--- src/rtl/dta_pkg.sv ---
package dta_pkg;
    // Outcome of one arbitration decision
    typedef enum logic [1:0] {
        PICK_NONE = 2'd0,
        PICK_CHAN = 2'd1,
        PICK_MGR  = 2'd2
    } pick_e;
endpackage

--- src/rtl/dta_rr_pick.sv ---
// Rotating-priority search: first set request at or after start, wrapping.
module dta_rr_pick #(
    parameter int NUM_CH = 8,
    localparam int IDX_W = $clog2(NUM_CH)
) (
    input  logic [NUM_CH-1:0] req,
    input  logic [IDX_W-1:0]  start,
    output logic              found,
    output logic [IDX_W-1:0]  idx
);
    localparam int CW = IDX_W + 1;

    always_comb begin
        logic [CW-1:0] cand;
        found = 1'b0;
        idx   = '0;
        for (int k = 0; k < NUM_CH; k++) begin
            cand = CW'(start) + CW'(k);
            if (cand >= CW'(NUM_CH)) begin
                cand = cand - CW'(NUM_CH);
            end
            if (!found && req[cand[IDX_W-1:0]]) begin
                found = 1'b1;
                idx   = cand[IDX_W-1:0];
            end
        end
    end
endmodule

--- src/rtl/dta_ptr_step.sv ---
// Turns a one-hot channel grant into the rotation index just above it.
module dta_ptr_step #(
    parameter int NUM_CH = 8,
    localparam int IDX_W = $clog2(NUM_CH)
) (
    input  logic [NUM_CH-1:0] gnt_oh,
    output logic [IDX_W-1:0]  nxt_idx
);
    logic [IDX_W-1:0] enc;

    always_comb begin
        enc = '0;
        for (int i = 0; i < NUM_CH; i++) begin
            if (gnt_oh[i]) begin
                enc = enc | IDX_W'(i);
            end
        end
        nxt_idx = (enc == IDX_W'(NUM_CH - 1)) ? '0 : enc + IDX_W'(1);
    end
endmodule

--- src/rtl/dma_thread_arbiter.sv ---
module dma_thread_arbiter #(
    parameter int NUM_CH = 8
) (
    input  logic              clk,
    input  logic              rst_n,
    input  logic [NUM_CH-1:0] ch_req,
    input  logic              mgr_req,
    input  logic              accept,
    output logic [NUM_CH-1:0] grant_ch,
    output logic              grant_mgr
);
    import dta_pkg::*;

    localparam int IDX_W = $clog2(NUM_CH);

    typedef struct packed {
        logic [NUM_CH-1:0] gnt;   // held channel grant
        logic              mgr;   // manager holds the grant
        logic [IDX_W-1:0]  ptr;   // where the channel search starts
        logic              due;   // manager turn pending
    } arb_st_t;

    arb_st_t s_q, s_d;

    logic             busy;
    logic             take;
    logic [IDX_W-1:0] ptr_adv;
    logic [IDX_W-1:0] ptr_e;
    logic             due_e;
    logic             found;
    logic [IDX_W-1:0] pick_idx;
    pick_e            pick;

    dta_ptr_step #(.NUM_CH(NUM_CH)) u_step (
        .gnt_oh  (s_q.gnt),
        .nxt_idx (ptr_adv)
    );

    dta_rr_pick #(.NUM_CH(NUM_CH)) u_pick (
        .req   (ch_req),
        .start (ptr_e),
        .found (found),
        .idx   (pick_idx)
    );

    always_comb begin
        busy  = (|s_q.gnt) | s_q.mgr;
        take  = busy & accept;
        // State as it stands once the current grant is retired
        ptr_e = (take && !s_q.mgr) ? ptr_adv : s_q.ptr;
        due_e = take ? ~s_q.mgr : s_q.due;

        if (mgr_req && (due_e || !found)) begin
            pick = PICK_MGR;
        end else if (found) begin
            pick = PICK_CHAN;
        end else begin
            pick = PICK_NONE;
        end

        s_d = s_q;
        if (!busy || accept) begin
            s_d.ptr = ptr_e;
            s_d.due = due_e;
            s_d.gnt = '0;
            s_d.mgr = 1'b0;
            case (pick)
                PICK_CHAN: s_d.gnt[pick_idx] = 1'b1;
                PICK_MGR:  s_d.mgr = 1'b1;
                default:   ;
            endcase
        end
    end

    always_ff @(posedge clk) begin
        if (!rst_n) begin
            s_q <= '{gnt: '0, mgr: 1'b0, ptr: '0, due: 1'b1};
        end else begin
            s_q <= s_d;
        end
    end

    assign grant_ch  = s_q.gnt;
    assign grant_mgr = s_q.mgr;

    AST_SINGLE_GRANT: assert property (@(posedge clk) disable iff (!rst_n)
        $onehot0({grant_mgr, grant_ch}));

    AST_GRANT_HELD: assert property (@(posedge clk) disable iff (!rst_n)
        (busy && !accept) |=> ($stable(grant_ch) && $stable(grant_mgr)));

    AST_GRANT_REQUESTED: assert property (@(posedge clk) disable iff (!rst_n)
        (!busy || accept) |=> (((grant_ch & ~$past(ch_req)) == '0)
                               && (!grant_mgr || $past(mgr_req))));

    AST_MGR_TURN: assert property (@(posedge clk) disable iff (!rst_n)
        ((|grant_ch) && accept && mgr_req) |=> grant_mgr);

    AST_NO_GAP: assert property (@(posedge clk) disable iff (!rst_n)
        ((!busy || accept) && ((|ch_req) || mgr_req)) |=> ((|grant_ch) || grant_mgr));

    AST_IDLE_EMPTY: assert property (@(posedge clk) disable iff (!rst_n)
        ((!busy || accept) && (ch_req == '0) && !mgr_req) |=> ((grant_ch == '0) && !grant_mgr));
endmodule

--- config.mk ---
export PLATFORM = sky130hd
export DESIGN_NAME = dma_thread_arbiter
export DESIGN_NICKNAME = d
export VERILOG_FILES = /design/src/rtl/dta_pkg.sv /design/src/rtl/dta_rr_pick.sv /design/src/rtl/dta_ptr_step.sv /design/src/rtl/dma_thread_arbiter.sv
export SDC_FILE = /design/constraint.sdc
export NUM_CORES = 1
export LEC_CHECK = 0
export BUFFER_PORTS_ARGS = -buffer_cell sky130_fd_sc_hd__buf_4
export CAP_MARGIN = 10
export CORE_ASPECT_RATIO = 0.9
export CORE_UTILIZATION = 45
export CTS_BUF_LIST = sky130_fd_sc_hd__clkbuf_8 sky130_fd_sc_hd__clkbuf_16
export DETAILED_ROUTE_END_ITERATION = 16
export PLACE_DENSITY = 0.65
export SETUP_SLACK_MARGIN = 0.4
export SYNTH_ARGS = -nofsm -noshare
export SYNTH_HDL_FRONTEND = slang
export SYNTH_HIERARCHICAL = 1
export SYNTH_SLANG_ARGS = --single-unit
--- constraint.sdc ---
create_clock -name clk -period 6 [get_ports clk]
set_input_delay 0.6 -clock clk [delete_from_list [all_inputs] [get_ports clk]]
set_output_delay 0.6 -clock clk [all_outputs]
set_load 0.02 [all_outputs]
---- After elaboration in Yosys (flattened, before gate mapping) ----
Index checks and enable logic that the tools add are counted.
word-level totals
  flip-flop bits (word level) ............. 13
  output and inout bits ................... 9
  word-level logic and storage cells ...... 123
cells by class
  add/subtract/negate cells ............... 16
  $lt $le $gt $ge ......................... 18
  equal/unequal tests ..................... 3
  multiplexer cells ....................... 56
  bitwise gates (word level) .............. 3
  reductions and logical operators ........ 23
operators with widths
  operator             number
  $mux 3               22
  $lt 3x4->1 const B   9
  $ge 4x4->1 const B   7
  $bmux 1 s3           8
  $sub 3x1->3 const B  8
  $mux 1               21
  $add 3x3->4 const B  4
  $logic_and 1x1->1    10
  $logic_not 1->1      10
  $add 3x2->4 const B  2
  $mux 8               1
  $reduce_or 8->1      1
  $mux 2               3
  $add 3x1->4 const B  1
  $ge 3x4->1 const B   1
  $add 3x1->3 const B  1
  $demux 1 s3          1
  $eq 3x3->1 const B   1
  $ge 3x1->1 const B   1
  $eq 2x1->1 const B   1
  $eq 2x2->1 const B   1
  $logic_or 1x1->1     2
  $and 1x1->1          1
  $not 1->1            1
  $or 1x1->1           1

---- Longest topological paths before layout ----
Gate-level depths: netlist (run 1).
  depth after elaboration ................. 42
  gate-level depth with buffers ........... 19
  mapped depth without buffers ............ 17

---- Cells and area by module ----
Netlist (run 1), hierarchy kept.
by module, submodules not included
  module              times used  cells each  area each (um^2)  seq. area each (um^2)
  dta_rr_pick         1           100         813.3             0.0
  dma_thread_arbiter  1           63          625.6             260.2
  dta_ptr_step        1           6           57.6              0.0

---- Worst setup path before layout (run 1) ----
Ideal clock, no wire load.
  kind .................................... reg2reg
  from .................................... register s_q (netlist bit grant_mgr)
  to ...................................... register s_q (netlist bit grant_ch[6])
  setup time .............................. 0.117 ns
  arrival ................................. 4.661 ns
  data required time ...................... 5.883 ns
  slack ................................... 1.221 ns
  stages on the path, launching flop included .. 17
  period minus slack after synthesis ...... 4.779 ns
  path through ............................ dfxtp_1 > nor4_2 > a311oi_1 > mux2_2 > buf_4 > inv_1 > ha_1 > buf_6 > mux2_4 > mux4_2 > and3_1 > a31oi_1 > or4b_1 > a221oi_2 > o22ai_1 > nor3b_1 > a32o_1
between the ends
  elaborated cells between the ends (all ways) .. 98
RTL lines
  what                                                            RTL line                  source
  start, declared                                                 dma_thread_arbiter.sv:23  arb_st_t s_q, s_d;
  start signal, assigned                                          dma_thread_arbiter.sv:77  s_q <= '{gnt: '0, mgr: 1'b0, ptr: '0, due: 1'b1};
  $or 1x1->1                                                      dma_thread_arbiter.sv:47  busy = (|s_q.gnt) | s_q.mgr;
  $and 1x1->1                                                     dma_thread_arbiter.sv:48  take = busy & accept;
  $logic_and 1x1->1 *                                             dma_thread_arbiter.sv:50  ptr_e = (take && !s_q.mgr) ? ptr_adv : s_q.ptr;
  $mux 3 *                                                        dma_thread_arbiter.sv:50
  named net ptr_e[0]                                              dma_thread_arbiter.sv:28  logic [IDX_W-1:0] ptr_e;
  branches (longest 25 deep; another with $add 3x1->4)            -
  $mux 3 *                                                        dta_rr_pick.sv:22         if (!found && req[cand[IDX_W-1:0]]) begin
  named net pick_idx[1]                                           dma_thread_arbiter.sv:31  logic [IDX_W-1:0] pick_idx;
  $lt 3x4->1 (implied by the code) or $ge 3x1->1 (tied branches)  dma_thread_arbiter.sv:68  PICK_CHAN: s_d.gnt[pick_idx] = 1'b1;
  $logic_and 1x1->1 (implied by the code)                         dma_thread_arbiter.sv:68
  $mux 1 (implied by the code)                                    dma_thread_arbiter.sv:68
  $demux 1 s3 *                                                   dma_thread_arbiter.sv:68
  $mux 8 *                                                        dma_thread_arbiter.sv:67  case (pick)
Mark *: on every way through the listed nets, which the timed path passes. The select of a mux whose other input is x is not followed.
A chain may end at the register's enable or synchronous reset.

---- Worst setup path after layout (run 1) ----
  from .................................... register s_q (netlist bit grant_ch[7])
  to ...................................... register s_q (netlist bit grant_ch[6])
between the ends
  elaborated cells between the ends (all ways) .. 101
RTL lines
  what                                                            RTL line                  source
  $mux 3 *                                                        dta_ptr_step.sv:14        if (gnt_oh[i]) begin
  $add 3x1->3 or $eq 3x3->1 (tied branches)                       dta_ptr_step.sv:18        nxt_idx = (enc == IDX_W'(NUM_CH - 1)) ? '0 : enc + IDX_W'(1);
  $mux 3 *                                                        dta_ptr_step.sv:18
  named net ptr_adv[0]                                            dma_thread_arbiter.sv:27  logic [IDX_W-1:0] ptr_adv;
  $mux 3 *                                                        dma_thread_arbiter.sv:50
  named net ptr_e[0]                                              dma_thread_arbiter.sv:28
  branches (longest 25 deep; another with $add 3x1->4)            -
  $mux 3 *                                                        dta_rr_pick.sv:22
  named net pick_idx[1]                                           dma_thread_arbiter.sv:31
  $lt 3x4->1 (implied by the code) or $ge 3x1->1 (tied branches)  dma_thread_arbiter.sv:68
  $logic_and 1x1->1 (implied by the code)                         dma_thread_arbiter.sv:68
  $mux 1 (implied by the code)                                    dma_thread_arbiter.sv:68
  $demux 1 s3 *                                                   dma_thread_arbiter.sv:68
  $mux 8 *                                                        dma_thread_arbiter.sv:67
Marked as above.

==> results of run 1 <==
layout make-up:
cell class              instances  share of cell area (%)
well taps                      42                    3.16
clock inverters                 1                   0.225
clock buffers                   3                    2.48
repair buffers                 21                    9.47
flip-flops and latches         13                    15.6
inverters                       8                    1.80
multi-input cells             135                    67.2
synth_stat cells, types with 2 or more instances:
cell type | number | share of area [%]
nand2_1 | 14 | 3.5
dfxtp_1 | 13 | 17
mux2i_1 | 12 | 8.0
nor2_1 | 10 | 2.5
buf_4 | 9 | 4.5
mux2_2 | 9 | 6.8
a32o_1 | 8 | 5.4
inv_1 | 8 | 2.0
nor3_1 | 8 | 2.7
mux4_2 | 6 | 9.0
nand3_1 | 5 | 1.7
nor4_1 | 5 | 2.1
a21oi_1 | 4 | 1.3
and2_1 | 4 | 1.7
ha_1 | 4 | 3.3
o21ai_0 | 4 | 1.3
a31oi_1 | 3 | 1.3
nor2_2 | 3 | 1.3
nor2b_1 | 3 | 1.3
nor3b_1 | 3 | 1.5
xnor2_1 | 3 | 1.8
a221oi_1 | 2 | 1.2
and3_1 | 2 | 0.84
buf_6 | 2 | 1.5
mux2_4 | 2 | 2.0
mux2i_2 | 2 | 1.8
nand4_1 | 2 | 0.84
o22ai_1 | 2 | 0.84
or4_1 | 2 | 1.0
sequential cells by signal, indices dropped and copies added (netlist names):
register and flops:
grant_mgr 1, grant_ch 8, s_q 4
report_power, final:
group          internal, mW  leakage (nW)  switching (mW)
clock network        0.0451        0.0269          0.0305
registers             0.104         0.106          0.0149
logic                 0.411         0.547           0.500
total                 0.560         0.679           0.545
per-layer routing:
metal | part of all wire, % | routed length [µm] | global-route usage, %
met1 | 50 | 1780 | 32.8
met2 | 46 | 1660 | 32.6
met3 | 3.9 | 139 | 4.27
met4 | 0.64 | 23 | 3.99
met5 | 0 | 0 | 0
through the flow:
| step | cells | util (%) | power, mW | hold WS, ns |
|---|---|---|---|---|
| 2_1_floorplan | 169 | - | 0.865 | 0.466 |
| 6_report | 223 | 53.5 | 1.11 | 0.509 |
| 5_1_grt | 223 | 53.5 | 1.19 | 0.528 |
| 4_1_cts | 223 | 53.1 | 1.07 | 0.511 |
| 3_3_place_gp | 219 | 51.6 | 0.977 | 0.493 |
| 3_5_place_dp | 219 | 51.6 | 0.989 | 0.493 |
logic make-up after synthesis:
| group | synth area share [%] |
|---|---|
| XOR/XNOR | 2.34 |
| adder cells (fa/ha/maj) | 3.34 |
| flip-flops | 17.4 |
| multiplexers | 27.7 |
| AND/OR/NAND/NOR | 25.3 |
| buffers and inverters | 8.61 |
| AO/OA/AOI/OAI | 15.4 |
path summary, 6_finish.rpt:
check,startpoint,endpoint,depth (start not counted)
worst min register to register,grant_ch[0]$_SDFFE_PN0P_,grant_ch[0]$_SDFFE_PN0P_,1
worst min-delay path,grant_ch[0]$_SDFFE_PN0P_,grant_ch[0]$_SDFFE_PN0P_,1
worst max-delay path,grant_ch[7]$_SDFFE_PN0P_,grant_ch[6]$_SDFFE_PN0P_,16
worst max register to register,grant_ch[7]$_SDFFE_PN0P_,grant_ch[6]$_SDFFE_PN0P_,16
repair_timing:
action | 4_1_cts | 5_1_grt
resized for setup | 0 | 2
setup endpoints to repair | 0 | 8
hold endpoints to repair | 0 | 0
==> metrics, run 1 <==
largest net degree at the start of global routing 14; # IOs 21; crit path max-delay cell type or4b_4; worst-skew pair later-pin latency 0.24 ns; Mapped Cells about 170; peak supply drop 0.000326 V; via count between 1,000 and 1,500; post-DR vias/cell 6.18; most common flop cell mapped by yosys dfxtp_1; clock skew ~0.0052 ns; pwr dens ~660 nW/µm²; Static Leak 0.679 nW; Synth Area per Inst 8.85 µm²; CTS Hold Bufs 0; min cycle time layout 5.19 ns; TritonCTS Buffers 3; vias in the first global route 1,284; Die X 62.8 µm; most frequent cells in the layout buf_4, nand2_1, dfxtp_1; Layout area overhead 11.3%; Storage cell area 260 µm²; multi-input logic area between 1000 and 1500 µm²; Final Hold Fails 0; routability congestion estimate from global placement about 0.91; worst-path cell chain or4_1, ha_1, ha_1, nor2_2, mux2_2, inv_1, ha_4, mux4_2, mux2i_1, nand2_1, or4b_4, nor2_2, nand2_1, o22ai_1, nor3b_1, a32o_1; Crit path buffers/inverters 1; Rows 19; # Max-Cap Violations 0; Netlist cell types 44; Place WS 0.573 ns; Placed Area 1610 µm²; detailed placement HPWL 2.78 mm; DRT Wirelength roughly 3.6 mm; antenna cells 0; worst endpoint data arrival time 5.37 ns; R2R setup slack 0.81 ns; CP max FO 12; Max-slew headroom 60.5%; WP data required just over 6 ns; Root Buffer clkbuf_8; Final Slew Violations 0; fmax 0.193 GHz; die area 3560 µm²; gr ovfl total 0; worst slew pin tran approximately 0.59 ns; GRT Util Overall 22.0%; Die Ht 56.7 µm; Async S/R FF share, synth 0%; PortBufs 20; CTS tree yes; Worst path top cell family by delay simple AND/OR/NAND/NOR gates; ratio of cells with drive above 1 in the final layout 29.3%; sequential-to-total area share from yosys stat around 17%; nets@finish 198; maximum root-to-sink buffer count 2; ANT nets after route 0; first-pass GRT wire length 6.14 mm; RSZ-0062 raised after global routing no; average wire per standard cell between 15 and 20 µm; outcome complete, no violations; #FFs+latches synth 13; drt first-iter violations 85; Ys Warns 6; worst hold-check path type reg -> reg; number of fill cells 287; residual DRC count 0; syn_nets 185; Post-synth EDFFs 0; core area 3110 µm²; Starting Density 48.1%; crit path kind reg -> reg; Final Cycle Share 86.5%; Critical Path End Type register; endpoints failing setup 0; Final TNS setup 0 ns; commonest non-fill, non-tap cell in the layout buf_4; slowest stage delay, CP roughly 0.60 ns; clock sink count 13; initial antenna violation count 0; clock-pin transition on the worst setup and hold timing paths approximately 0.06 ns; Worst setup SP type register; iteration count of the initial detailed-routing pass 4; post-route setup slack between 0.8 and 0.9 ns; Finished Cell Area 1670 µm²; H-tree levels 1; postcts setup bufs 0; Netlist Area Pre-Place roughly 1500 µm²
Power figures use the tool's default switching activity.
==> run 2, diff against run 1 <==
--- a/config.mk
+++ b/config.mk
@@ -5,13 +5,13 @@
 export SDC_FILE = /design/constraint.sdc
 export NUM_CORES = 1
 export LEC_CHECK = 0
+export ABC_AREA = 1
 export BUFFER_PORTS_ARGS = -buffer_cell sky130_fd_sc_hd__buf_4
 export CAP_MARGIN = 10
 export CORE_ASPECT_RATIO = 0.9
 export CORE_UTILIZATION = 45
 export CTS_BUF_LIST = sky130_fd_sc_hd__clkbuf_8 sky130_fd_sc_hd__clkbuf_16
 export DETAILED_ROUTE_END_ITERATION = 16
-export PLACE_DENSITY = 0.65
 export SETUP_SLACK_MARGIN = 0.4
 export SYNTH_ARGS = -nofsm -noshare
 export SYNTH_HDL_FRONTEND = slang
==> run 2 against run 1 <==
Compared with the run above:
- worst hold slack got worse by 0.0048 ns
- clock skew fell by 0.0045 ns
- non-clock buffer count down 1
- count of clock-buffer cells in the layout is the same
- first-iteration DRC count grew 81%
- cell area hardly changed
- cell count is 35% higher
- largest cell class unchanged
- highest routed layer unchanged
==> metrics, run 2 <==
# IOs 21; worst hold-check path type reg -> reg; CTS tree yes; PortBufs 20; iteration count of the initial detailed-routing pass 4; post-DR vias/cell 5.24; Die Ht 57.2 µm; fmax 0.244 GHz; Ys Warns 6; Root Buffer clkbuf_8; slowest stage delay, CP 0.44 ns; ratio of cells with drive above 1 in the final layout 24.0%; WHS Path Cells 2; endpoints failing setup 0; Worst path top cell family by delay simple AND/OR/NAND/NOR gates; wl on met1 slightly above 2 mm; WHS Endpoint s_q[0]$_SDFFE_PN1P_; most common flop cell mapped by yosys dfxtp_1; Layout area overhead 9.54%; DRT Wirelength around 3.8 mm; most frequent cells in the layout nand2_1, nand3_1, nor2_1; Final TNS setup 0 ns; Synth Area per Inst 6.13 µm²; R2R setup slack 1.91 ns; largest net degree at the start of global routing 15; RR Startpoint grant_ch[7]$_SDFFE_PN0P_; area share of the largest cell type after synthesis 17.1%; met2 routed WL 1.39 mm; gr ovfl total 0; Final Cycle Share 68.2%; Async S/R FF share, synth 0%; commonest non-fill, non-tap cell in the layout nand2_1; max reg flops 8; hold path start s_q[0]$_SDFFE_PN1P_; clock skew 0.000650 ns; Critical Path End Type register; postcts setup bufs 0; outcome complete, no violations; Mapped Cells 248; Final Hold Fails 0; Crit path buffers/inverters 4; Post-synth EDFFs 0; nets@finish 275; Netlist cell types 31; TritonCTS Buffers 3; #FFs+latches synth 13; RSZ-0062 raised after global routing no; Final Slew Violations 0; routability congestion estimate from global placement 0.954; # Max-Cap Violations 0; CTS-repair resized insts 0; worst-skew pair later-pin latency 0.24 ns; maximum root-to-sink buffer count 2; average wire per standard cell about 13 µm; ANT nets after route 0; via count 1,573; vias in the first global route 1,292; max layer used met4; Rows 19; leading area contributor after synthesis dfxtp_1; Worst setup SP type register; WL met3 around 320 µm; WP data required 6.12 ns; sequential-to-total area share from yosys stat 17.1%; antenna cells 0; Starting Density 48.5%; Netlist Area Pre-Place 1520 µm²; GRT Util Overall 22.4%; CTS Hold Bufs 0; residual DRC count 0; worst endpoint data arrival time 4.21 ns; initial antenna violation count 0; top post-synthesis cells by count nand2_1, nand3_1, nor2_1; die area 3620 µm²; min cycle time layout roughly 4 ns; first-pass GRT wire length 6.31 mm; most frequent cell on the critical path ha_1; crit path max-delay cell type ha_1; core area around 3100 µm²; worst slew pin tran 0.429 ns; crit path kind reg -> reg; R2R depth 21; drt first-iter violations 154; syn_nets approximately 260; clock sink count 13; detailed placement HPWL 3.08 mm; Area contributors post-synth dfxtp_1, nand2_1, nand3_1; worst-path cell chain nor2_1, nand2_1, ha_1, ha_1, nor2_2, o21ai_0, inv_1, inv_2, ha_1, inv_1, nand3_1, nand2_1, nor2_1, a31oi_2, inv_2, nor2_4, nand3b_1, nand3_2, nand2_4, nand3_1, a21oi_1; CP max FO 14; Die X 63.3 µm; H-tree levels 1; Max-slew headroom just over 70%; clock-pin transition on the worst setup and hold timing paths 0.05 ns; top-count cell post-synth nand2_1; RR Endpoint grant_ch[7]$_SDFFE_PN0P_
==> run 2: metrics by stage <==
stage	instances	hold WS [ns]	setup WS (ns)	cell area (µm²)	utilization, %
after global routing	300	0.535	1.50	1670	53.1
after floorplan	248	0.440	2.76	1520	-
after detailed placement	296	0.479	1.98	1620	51.7
after global placement	296	0.496	2.03	1620	51.7
final	300	0.504	1.91	1670	53.1
after CTS	300	0.498	1.97	1670	53.1
==> run 2: worst max path at each step <==
stage                                  start                       end  slack (ns)  cells past startpoint
global route        grant_ch[7]$_SDFFE_PN0P_  grant_ch[4]$_SDFFE_PN0P_        1.50                     21
floorplan           grant_ch[7]$_SDFFE_PN0P_  grant_ch[1]$_SDFFE_PN0P_        2.76                     23
finish              grant_ch[7]$_SDFFE_PN0P_  grant_ch[7]$_SDFFE_PN0P_        1.91                     21
detailed placement  grant_ch[7]$_SDFFE_PN0P_  grant_ch[7]$_SDFFE_PN0P_        1.98                     21
global placement    grant_ch[1]$_SDFFE_PN0P_  grant_ch[7]$_SDFFE_PN0P_        2.03                     21
CTS                 grant_ch[7]$_SDFFE_PN0P_  grant_ch[7]$_SDFFE_PN0P_        1.97                     21
==> run 2: worst reg2reg max path, delay by kind of cell, from the launching register on <==
kind | cells | cell delay, ns
adder cells (fa/ha/maj) | 3 | 0.82
flip-flops | 1 | 0.35
AND/OR/NAND/NOR | 11 | 1.49
AO/OA/AOI/OAI | 3 | 0.43
buffers and inverters | 4 | 0.86
==> run 2: area by class of cell <==
class                           count  area (µm²)
Fill cell                         341        1470
Clock inverter                      1        3.75
Sequential cell                    13         260
Timing Repair Buffer               20         150
Inverter                           27         101
Tap cell                           42        52.6
Clock buffer                        3        41.3
Multi-Input combinational cell    194        1060
==> run 2: cell families after synthesis <==
family | synth area share, %
AOI/OAI and AO/OA | 9.46
xor gates and xnor gates | 2.80
adders and majority gates | 3.29
buffers and inverters | 13.4
DFF | 17.1
and+or+nand+nor | 53.9
==> run 2: per-layer routing <==
layer / GRT usage, % / vias to the layer above
met5: 0 / -
met4: 4.87 / 0
met3: 3.00 / 4
met2: 28.1 / 64
met1: 38.2 / 689
li1: - / 816
Power of run 2 is not shown: default switching activity piles up to over one toggle a cycle in this logic, so the estimate is an artifact.
==> run 3, diff against run 2 <==
--- a/config.mk
+++ b/config.mk
@@ -12,6 +12,7 @@
 export CORE_UTILIZATION = 45
 export CTS_BUF_LIST = sky130_fd_sc_hd__clkbuf_8 sky130_fd_sc_hd__clkbuf_16
 export DETAILED_ROUTE_END_ITERATION = 16
+export PLACE_DENSITY = 0.67
 export SETUP_SLACK_MARGIN = 0.4
 export SYNTH_ARGS = -nofsm -noshare
 export SYNTH_HDL_FRONTEND = slang
==> constraint.sdc (replaced) <==
create_clock -name clk -period 3.5 [get_ports clk]
set_input_delay 0.35 -clock clk [delete_from_list [all_inputs] [get_ports clk]]
set_output_delay 0.35 -clock clk [all_outputs]
set_load 0.02 [all_outputs]
==> run 3 against run 2 <==
Compared with the run above:
- worst hold slack got worse by 0.19 ns
- critical path type unchanged
- via count increased by 17%
- die area unchanged
- global-route usage increased by 1.0 points
- cell count increased by 10%
- register-to-register slack got worse by 1.6 ns
==> metrics, run 3 (same netlist as run 2, synthesis figures left out) <==
clock-pin transition on the worst setup and hold timing paths ~0.060 ns; largest net degree at the start of global routing 12; Worst setup SP type register; worst endpoint data arrival time between 3 and 4 ns; worst slew pin tran 0.408 ns; PortBufs 20; clock sink count 13; core area 3140 µm²; H-tree levels 1; TritonCTS Buffers 3; CTS Hold Bufs 0; Die Ht 57.2 µm; outcome complete, no violations; fmax 0.310 GHz; Final Hold Fails 0; antenna cells 0; # IOs 21; # Max-Cap Violations 0; ratio of cells with drive above 1 in the final layout 58.3%; slowest stage delay, CP 0.37 ns; RSZ-0062 raised after global routing yes; WHS Path Cells 2; Rows 19; min cycle time layout about 3.2 ns; via count between 1,500 and 2,000; Max-slew headroom 72.7%; worst-skew pair later-pin latency 0.25 ns; clock skew 0.00737 ns; WP data required 3.67 ns; crit path max-delay cell type dfxtp_4; endpoints failing setup 0; crit path kind reg -> reg; DRT Wirelength 5.22 mm; routability congestion estimate from global placement 0.873; CTS tree yes; Root Buffer clkbuf_8; drt first-iter violations 145; most frequent cell on the critical path nand2_2; iteration count of the initial detailed-routing pass 7; initial antenna violation count 0; Final Cycle Share between 90 and 100%; CP max FO 6; Final Slew Violations 0; commonest non-fill, non-tap cell in the layout buf_4; maximum root-to-sink buffer count 2; nets@finish approximately 300; most frequent cells in the layout buf_4, nand2_1, nand2_2; max reg flops 8; R2R depth 25; Starting Density 48.5%; first-pass GRT wire length 6.75 mm; gr ovfl total 0; Layout area overhead 55.3%; Final TNS setup 0 ns; die area 3620 µm²; residual DRC count 0; Die X 63.3 µm; worst hold-check path type in -> reg; ANT nets after route 0; Critical Path End Type register; GRT Util Overall 23.4%; average wire per standard cell 15.8 µm; vias in the first global route approximately 1,500; post-DR vias/cell 5.60; detailed placement HPWL 2.86 mm
[run 3: final timing paths]
| kind | to | from | slack [ns] |
|---|---|---|---|
| max | grant_ch[5]$_SDFFE_PN0P_ | grant_ch[3]$_SDFFE_PN0P_ | 0.28 |
| min | s_q[0]$_SDFFE_PN1P_ | rst_n | 0.32 |
| max reg2reg | grant_ch[5]$_SDFFE_PN0P_ | grant_ch[3]$_SDFFE_PN0P_ | 0.28 |
| min reg2reg | s_q[0]$_SDFFE_PN1P_ | s_q[0]$_SDFFE_PN1P_ | 0.47 |
[run 3: metrics by stage]
step	hold WS [ns]	util [%]	cell area, µm²	cells	setup slack, ns
5_1_grt	0.328	75.3	2360	330	0.0648
3_3_place_gp	0.466	53.5	1680	302	0.153
4_1_cts	0.317	60.0	1880	313	0.402
6_report	0.316	75.3	2360	330	0.278
2_1_floorplan	0.434	-	1530	248	0.453
3_5_place_dp	0.467	53.5	1680	302	0.194
[run 3: area by class of cell]
class,instances,area (µm²)
Clock buffer,3,41.3
Clock inverter,1,3.75
Fill cell,214,774
Inverter,27,114
Multi-Input combinational cell,194,1480
Sequential cell,13,277
Tap cell,42,52.6
Timing Repair Buffer,50,399
[run 3: critical path: cells and delay by family (launching register included)]
family | cells | cell delay (ns)
and+or+nand+nor | 17 | 1.69
adders and majority gates | 3 | 0.67
DFF | 1 | 0.37
buffers and inverters | 3 | 0.24
AOI/OAI and AO/OA | 2 | 0.18
[run 3: routing by layer]
| layer | routed length (µm) | track usage [%] |
|---|---|---|
| met1 | 2120 | 34.3 |
| met4 | 125 | 6.17 |
| met5 | 0 | 0 |
| met3 | 394 | 3.20 |
| met2 | 2570 | 35.8 |
[run 3: what timing repair did]
item,in CTS,in global routing
endpoints found under the setup margin,9,9
pin swaps,11,49
gates resized for setup,27,92
hold endpoints to repair,0,0
setup buffers,7,17
Power of run 3 is left out for the same reason.
